File: config.mk
export PLATFORM = sky130hd
export DESIGN_NAME = ms_periodic_timer
export DESIGN_NICKNAME = d
export VERILOG_FILES = /design/src/rtl/pit_pkg.sv /design/src/rtl/pit_regs.sv /design/src/rtl/pit_counter.sv /design/src/rtl/pit_flag.sv /design/src/rtl/ms_periodic_timer.sv
export SDC_FILE = /design/constraint.sdc
export NUM_CORES = 1
export LEC_CHECK = 0
export BUFFER_PORTS_ARGS = -buffer_cell sky130_fd_sc_hd__buf_4
export CORE_ASPECT_RATIO = 1.1
export CORE_MARGIN = 4
export CORE_UTILIZATION = 45
export CTS_CLUSTER_SIZE = 40
export DETAILED_ROUTE_END_ITERATION = 7
export PLACE_DENSITY = 0.72
export SLEW_MARGIN = 30
export SYNTH_ARGS = -nofsm -noshare
export SYNTH_HDL_FRONTEND = slang
export SYNTH_SLANG_ARGS = --single-unit
export TNS_END_PERCENT = 5
File: constraint.sdc
create_clock -name clk -period 6.7 [get_ports clk]
set_input_delay 2.01 -clock clk [delete_from_list [all_inputs] [get_ports clk]]
set_output_delay 2.01 -clock clk [all_outputs]
set_load 0.05 [all_outputs]
File: src/rtl/pit_pkg.sv
package pit_pkg;
  localparam int DATA_W   = 16;
  localparam int PERIOD_W = 10;
  localparam int CE_BIT   = 15;
  localparam int AE_BIT   = 14;
  localparam int FL_BIT   = 13;

  typedef enum logic [1:0] {
    SEL_CTRL   = 2'd0,
    SEL_PERIOD = 2'd1,
    SEL_COUNT  = 2'd2,
    SEL_NONE   = 2'd3
  } pit_sel_e;

  typedef struct packed {
    logic                expire;
    logic [PERIOD_W-1:0] next;
  } pit_step_t;

  // One counting step: advance on a strobe, wrap at the interval.
  function automatic pit_step_t pit_step(input logic [PERIOD_W-1:0] cnt,
                                         input logic [PERIOD_W-1:0] period,
                                         input logic                strobe);
    pit_step_t r;
    logic [PERIOD_W:0] inc;
    inc = {1'b0, cnt} + 1'b1;
    r.expire = 1'b0;
    r.next   = cnt;
    if (strobe && (period != '0)) begin
      if (inc == {1'b0, period}) begin
        r.expire = 1'b1;
        r.next   = '0;
      end else begin
        r.next = inc[PERIOD_W-1:0];
      end
    end
    return r;
  endfunction
endpackage

File: src/rtl/pit_regs.sv
module pit_regs
  import pit_pkg::*;
#(
  parameter int DW = DATA_W,
  parameter int PW = PERIOD_W
) (
  input  logic          clk,
  input  logic          rst_n,
  input  logic          wr_en,
  input  logic [1:0]    wr_sel,
  input  logic [DW-1:0] wr_data,
  output logic [PW-1:0] period,
  output logic          cnt_en,
  output logic          alm_en,
  output logic          period_wr,
  output logic          flag_clr
);
  logic ctrl_wr;

  assign ctrl_wr   = wr_en && (wr_sel == SEL_CTRL);
  assign period_wr = wr_en && (wr_sel == SEL_PERIOD);
  assign flag_clr  = ctrl_wr && wr_data[FL_BIT];

  always_ff @(posedge clk) begin
    if (!rst_n) begin
      period <= '0;
      cnt_en <= 1'b0;
      alm_en <= 1'b0;
    end else begin
      if (period_wr) period <= wr_data[PW-1:0];
      if (ctrl_wr) begin
        cnt_en <= wr_data[CE_BIT];
        alm_en <= wr_data[AE_BIT];
      end
    end
  end
endmodule

File: src/rtl/pit_counter.sv
module pit_counter
  import pit_pkg::*;
#(
  parameter int PW = PERIOD_W
) (
  input  logic          clk,
  input  logic          rst_n,
  input  logic          ms_tick,
  input  logic          cnt_en,
  input  logic          restart,
  input  logic [PW-1:0] period,
  output logic [PW-1:0] count,
  output logic          expire
);
  pit_step_t step;

  always_comb begin
    step   = pit_step(count, period, ms_tick && cnt_en);
    expire = step.expire && !restart;
  end

  always_ff @(posedge clk) begin
    if (!rst_n)       count <= '0;
    else if (restart) count <= '0;
    else if (!cnt_en) count <= '0;
    else              count <= step.next;
  end
endmodule

File: src/rtl/pit_flag.sv
module pit_flag (
  input  logic clk,
  input  logic rst_n,
  input  logic set_i,
  input  logic clr_i,
  output logic flag
);
  // A new expiry outranks a clear in the same cycle.
  always_ff @(posedge clk) begin
    if (!rst_n)     flag <= 1'b0;
    else if (set_i) flag <= 1'b1;
    else if (clr_i) flag <= 1'b0;
  end
endmodule

File: src/rtl/ms_periodic_timer.sv
module ms_periodic_timer
  import pit_pkg::*;
(
  input  logic              clk,
  input  logic              rst_n,
  input  logic              ms_tick,
  input  logic              wr_en,
  input  logic [1:0]        wr_sel,
  input  logic [DATA_W-1:0] wr_data,
  input  logic [1:0]        rd_sel,
  output logic [DATA_W-1:0] rd_data,
  output logic              irq
);
  logic [PERIOD_W-1:0] period;
  logic [PERIOD_W-1:0] count;
  logic cnt_en, alm_en, period_wr, flag_clr, expire, flag;

  pit_regs #(.DW(DATA_W), .PW(PERIOD_W)) u_regs (
    .clk(clk), .rst_n(rst_n), .wr_en(wr_en), .wr_sel(wr_sel),
    .wr_data(wr_data), .period(period), .cnt_en(cnt_en),
    .alm_en(alm_en), .period_wr(period_wr), .flag_clr(flag_clr)
  );

  pit_counter #(.PW(PERIOD_W)) u_cnt (
    .clk(clk), .rst_n(rst_n), .ms_tick(ms_tick), .cnt_en(cnt_en),
    .restart(period_wr), .period(period), .count(count), .expire(expire)
  );

  pit_flag u_flag (
    .clk(clk), .rst_n(rst_n), .set_i(expire), .clr_i(flag_clr), .flag(flag)
  );

  assign irq = flag & alm_en;

  always_comb begin
    rd_data = '0;
    unique case (pit_sel_e'(rd_sel))
      SEL_CTRL: begin
        rd_data[CE_BIT] = cnt_en;
        rd_data[AE_BIT] = alm_en;
        rd_data[FL_BIT] = flag;
      end
      SEL_PERIOD: rd_data[PERIOD_W-1:0] = period;
      SEL_COUNT:  rd_data[PERIOD_W-1:0] = count;
      SEL_NONE:   rd_data = '0;
    endcase
  end
endmodule

==> impl_metrics.tcl, run 1 <==
set metrics [dict create \
    status "completed" \
    cp.required_ns 4.69 \
    first_pass_iters 4 \
    clock-sinks 23 \
    path_clk_slew_ns 0.08 \
    core_area_mm2 0.00368 \
    crit_arrival_ns 3.12 \
    start_util_pct 47.2 \
    cts_buffers 3 \
    insertion_delay_ns 0.26 \
    setup.worst_path.class "in2out" \
    ys.flop_type "dfxtp_1" \
    place.gp.congestion 0.841 \
    fin_nets 261 \
    setup_violations 0 \
    post_cts_buffers 0 \
    slowest_stage "ha_1" \
    yosysTopAreaCellShare_pct 26.5 \
    ys_warn_count 0 \
    ios 41 \
    grtUsageTotal_pct 18.6 \
    ys_types 49 \
    avgSynthCellArea_um2 8.32 \
    end_kind "output pin" \
    cp.depth 6 \
    rows 23 \
    die_area_mm2 0.00492 \
    grt_max_degree 18 \
    antenna_found_initial 0 \
    fin_util_pct 54.6 \
    start_kind "input port" \
    fin_skew_ns 0.00218 \
    power.leakage_uw 0.000759 \
    syn_inst 209 \
    drv_slew 0 \
    area_delta_synth_final_pct 15.5 \
    synthTopCellsByArea "dfxtp_1 (26%), nor2b_1 (8.3%), mux2i_1 (6.9%), a22oi_1 (4.3%), xnor2_1 (4.0%)" \
    peakVddDrop_v 0.000115 \
    yosysTopAreaCell "dfxtp_1" \
    cts_hold_buffers 0 \
    cap_violations 0 \
    power_density_mw_per_mm2 136 \
    hold_class "reg2reg" \
    synth_edf_count 0 \
    root_buffer "clkbuf_8" \
    min_period_ns 5.13 \
    vias_per_cell 5.67 \
    layout-drive-gt1-share_pct 21.1 \
    finalWirelength_mm 4.20 \
    rsz0062_at_grt "no" \
    fmax_ghz 0.195 \
    vias 1600 \
    path_max_fanout 10 \
    port_buffers 34 \
    drc 0 \
    hold_depth 2 \
    synth_seq_area_share_pct 26.5 \
    async_flop_share_pct 0 \
    syn_area_mm2 0.00174 \
    critical_path.top_delay_family "buffers and inverters" \
    grt_first_pass_wirelength_mm 7.24 \
    tightest_slew_ns 0.744 \
    slowest_delay_ns 0.39 \
    cts_tree "done" \
    hold_viol_final 0 \
    gr-total-overflow 0 \
    dpl.hpwl_mm 3.07 \
    antenna_cells 0 \
    final.period_utilization_pct 76.5 \
    ant_nets 0 \
    grt_pass1_vias 1576 \
    wl_per_cell_um 14.9 \
    cpMostUsedCell "buf_4" \
    cts.path.max_buffers 2 \
    cts_resized 0 \
    finalSetupTns_ns 0 \
    die_width_um 67.3 \
    synth_commonest_cells "dfxtp_1 (23), nor2b_1 (23), nand2_1 (17), mux2i_1 (12), a21oi_1 (11)" \
    htree_levels 1 \
    ys_seq_elements 23 \
    drtIter0Drc 63 \
    path_cells "buf_4 -> inv_1 -> ha_1 -> a22oi_1 -> nor2b_1 -> buf_4" \
    reg2regPathDepth 7 \
    fp.dieH_um 73.2 \
    relSlewSlack_pct 50.2 \
    worst-path-buf-inv 3 \
]
-- worst paths after layout --
kind	startpoint	endpoint	slack, ns
worst max-delay path	rd_sel[0]	rd_data[7]	1.57
worst min-delay path	u_cnt.count[9]	u_cnt.count[9]	0.52
worst max register to register	u_cnt.count[0]	u_cnt.count[1]	3.78
worst min register to register	u_cnt.count[9]	u_cnt.count[9]	0.52
-- kinds of logic after synthesis --
family / count (synthesis) / share of synthesized area (%)
multiplexers: 12 / 6.91
buffers and inverters: 24 / 7.91
AND/OR/NAND/NOR: 87 / 29.2
XOR/XNOR: 11 / 5.54
adder cells (fa/ha/maj): 4 / 2.88
AO/OA/AOI/OAI: 47 / 20.9
other: 1 / 0.216
flip-flops: 23 / 26.5
-- sequential cells by signal, indices dropped and copies added, names as in the netlist --
name / flops
u_regs.alm_en: 1
u_flag.flag: 1
u_regs.period: 10
u_regs.cnt_en: 1
u_cnt.count: 10
-- cells in the final DEF (no fill, tap or decap), types with 2 or more instances in the layout --
| cell | n |
|---|---|
| buf_4 | 35 |
| nor2b_1 | 23 |
| dfxtp_1 | 23 |
| nand2_1 | 17 |
| mux2i_1 | 12 |
| a21oi_1 | 11 |
| a22oi_1 | 10 |
| nand3_1 | 8 |
| and2_1 | 7 |
| nor3_1 | 7 |
| xnor2_1 | 7 |
| o32ai_1 | 7 |
| inv_1 | 6 |
| nor2_1 | 6 |
| and3_1 | 4 |
| ha_1 | 4 |
| nor4_1 | 3 |
| o21a_1 | 3 |
| xor2_1 | 3 |
| conb_1 | 3 |
| clkbuf_8 | 3 |
| o31ai_1 | 2 |
| a31oi_1 | 2 |
| a211oi_1 | 2 |
| o311ai_0 | 2 |
| nor3b_1 | 2 |
-- per-stage QoR --
stage | cells | hold slack, ns | setup slack [ns] | power [uW] | cell area, um2
floorplan | 211 | 0.470 | 1.38 | 174 | 1750
global placement | 277 | 0.502 | 1.61 | 187 | 1950
detailed placement | 278 | 0.508 | 1.58 | 188 | 1960
CTS | 282 | 0.520 | 1.60 | 276 | 2010
global route | 282 | 0.567 | 1.48 | 286 | 2010
finish | 282 | 0.516 | 1.57 | 273 | 2010
-- worst min-delay path, delay by kind of cell (launching register included) --
family	cells	cell delay [ns]
compound gates	1	0.05
flops	1	0.35
simple gates	1	0.07
-- per-layer routing --
metal / part of all wire, % / routed length [um] / track usage [%] / vias up
li1: - / - / - / 795
met1: 43 / 1830 / 23.0 / 762
met2: 52 / 2170 / 33.1 / 38
met3: 4.0 / 170 / 2.47 / 5
met4: 0.90 / 38 / 5.86 / 0
met5: 0 / 0 / 0 / -
-- area by class of cell --
type	count	area (um2)
Fill cell	356	1670
Multi-Input combinational cell	164	1160
Sequential cell	23	460
Timing Repair Buffer	35	263
Tap cell	50	62.6
Clock buffer	4	45.0
Inverter	6	22.5
-- power by group --
group          leakage [uW]  switching (uW)  internal, uW
logic              0.000550            23.3          19.7
clock network     0.0000228            44.8          42.4
registers          0.000186            3.46           139
Note: power is estimated with default switching activity, not from simulation.
==> run 2, diff against run 1 <==
--- a/config.mk
+++ b/config.mk
@@ -11,7 +11,7 @@
 export CORE_UTILIZATION = 45
 export CTS_CLUSTER_SIZE = 40
 export DETAILED_ROUTE_END_ITERATION = 7
-export PLACE_DENSITY = 0.72
+export PLACE_DENSITY = 0.74
 export SLEW_MARGIN = 30
 export SYNTH_ARGS = -nofsm -noshare
 export SYNTH_HDL_FRONTEND = slang
==> constraint.sdc (replaced) <==
create_clock -name clk -period 4.2 [get_ports clk]
set_input_delay 1.26 -clock clk [delete_from_list [all_inputs] [get_ports clk]]
set_output_delay 1.26 -clock clk [all_outputs]
set_load 0.05 [all_outputs]
==> run 2 against run 1 <==
Against the previous run: via count fell by 2.3%; utilization did not move; first-iteration DRC count rose by 87%; cell count did not move; worst hold slack improved by 0.00062 ns; worst setup slack got worse by 0.96 ns; combinational power rose by 58%; register-to-register slack got worse by 2.5 ns; design area did not move; non-clock buffer count did not move; critical path type unchanged; global-route usage fell by 1.5 points.
==> impl_metrics.tcl, run 2 (same netlist as run 1, synthesis figures left out) <==
set metrics [dict create \
    hold_viol_final 0 \
    vias_per_cell 5.55 \
    setup_violations 0 \
    pwr-share-comb_pct 15.5 \
    worst-path-buf-inv 3 \
    post_cts_buffers 0 \
    ios 41 \
    area_delta_synth_final_pct 15.5 \
    start_util_pct 47.2 \
    grt_pass1_vias 1433 \
    nFillCells 382 \
    path_max_fanout 10 \
    dpl.hpwl_mm 2.89 \
    gr-total-overflow 0 \
    internal_power_uw 321 \
    drv_slew 0 \
    min_period_ns 3.59 \
    drtIter0Drc 118 \
    power_uw 437 \
    wl_per_cell_um 13.8 \
    critical_path.top_delay_family "buffers and inverters" \
    relSlewSlack_pct 49.6 \
    design_area_mm2 0.00201 \
    vias 1564 \
    cts.path.max_buffers 2 \
    status "completed" \
    setup.worst_path.class "in2out" \
    path_clk_slew_ns 0.08 \
    ant_nets 0 \
    root_buffer "clkbuf_8" \
    port_buffers 34 \
    fin_skew_ns 0.00497 \
    grtUsageTotal_pct 17.1 \
    dp_cells 278 \
    peakVddDrop_v 0.000117 \
    cap_violations 0 \
    cp.required_ns 2.94 \
    clock-sinks 23 \
    grt_first_pass_wirelength_mm 6.58 \
    end_kind "output pin" \
    die_area_mm2 0.00492 \
    finalSetupTns_ns 0 \
    fmax_ghz 0.279 \
    layout_common_cells "buf_4 (35), nor2b_1 (23), dfxtp_1 (23)" \
    finalWirelength_mm 3.90 \
    first_pass_iters 4 \
    power.leakage_uw 0.000759 \
    p_clk_share_pct 32.4 \
    netSwitchingFraction_pct 26.5 \
    grt_max_degree 18 \
    htree_levels 1 \
    hold_class "reg2reg" \
    cts_resized 0 \
    layout-drive-gt1-share_pct 21.1 \
    insertion_delay_ns 0.27 \
    fp.dieH_um 73.2 \
    final_cells 282 \
    startpoint "rd_sel[0]" \
    cpMostUsedCell "buf_4" \
    r2r_start "u_cnt.count[0]" \
    cts_tree "done" \
    seqPwrFrac_pct 52.0 \
    crit_arrival_ns 2.33 \
    p_sw_uw 116 \
    cts_buffers 3 \
    power_density_mw_per_mm2 217 \
    worstHoldStart "u_cnt.count[9]" \
    rows 23 \
    place.gp.congestion 0.871 \
    start_kind "input port" \
    antenna_cells 0 \
    tightest_slew_ns 0.753 \
    fin_nets 261 \
    path_cells "buf_4 -> inv_1 -> ha_1 -> a22oi_1 -> nor2b_1 -> buf_4" \
    antenna_found_initial 0 \
    rsz0062_at_grt "no" \
    slowest_delay_ns 0.37 \
    top_regs "u_cnt.count: 10 flops, u_regs.period: 10 flops" \
    drc 0 \
    placed_cell_area_mm2 0.00196 \
    die_width_um 67.3 \
    core_area_mm2 0.00368 \
    final.period_utilization_pct 85.4 \
    final_common_cell "buf_4" \
    slowest_stage "ha_1" \
    cts_hold_buffers 0 \
]
==> run 2: routing by layer <==
| metal | up-vias | track usage [%] | part of all wire (%) |
|---|---|---|---|
| met5 | - | 0 | 0 |
| met4 | 0 | 6.08 | 1.4 |
| met1 | 733 | 22.5 | 46 |
| met2 | 31 | 28.6 | 49 |
| li1 | 795 | - | - |
| met3 | 5 | 2.16 | 3.9 |
==> run 2: final timing paths <==
check,endpoint,slack (ns),cells past startpoint
setup / recovery,rd_data[8],0.61,6
setup reg to reg,u_cnt.count[5],1.28,7
hold / removal,u_cnt.count[9],0.52,2
hold reg to reg,u_cnt.count[9],0.52,2
==> run 2: tightest hold or removal path: stages, from the launching register on <==
cell and delay [ns]:
dfxtp_1 0.35, nand2_1 0.07, a21oi_1 0.05
==> run 2: cell type report <==
| type | count | area [um2] | share of cell area [%] |
|---|---|---|---|
| Tap cell | 50 | 62.6 | 3.11 |
| Inverter | 6 | 22.5 | 1.12 |
| Timing Repair Buffer | 35 | 263 | 13.1 |
| Multi-Input combinational cell | 164 | 1160 | 57.5 |
| Clock buffer | 4 | 45.0 | 2.24 |
| Sequential cell | 23 | 460 | 22.9 |
==> run 2: power groups by stage <==
| stage | clock network (uW) | registers, uW | logic [uW] |
|---|---|---|---|
| final | 142 | 227 | 67.9 |
| after global routing | 150 | 228 | 74.2 |
| after CTS | 143 | 227 | 67.7 |
| after detailed placement | 0 | 232 | 67.6 |
| after global placement | 0 | 232 | 67.0 |
| after floorplan | 0 | 230 | 47.9 |
==> run 2: through the flow <==
| stage | hold WS (ns) | worst slack (ns) | util, % |
|---|---|---|---|
| after CTS | 0.520 | 0.606 | 54.3 |
| after global routing | 0.533 | 0.486 | 54.6 |
| after floorplan | 0.470 | 0.380 | - |
| final | 0.516 | 0.612 | 54.6 |
| after detailed placement | 0.509 | 0.616 | 53.1 |
| after global placement | 0.497 | 0.614 | 53.1 |
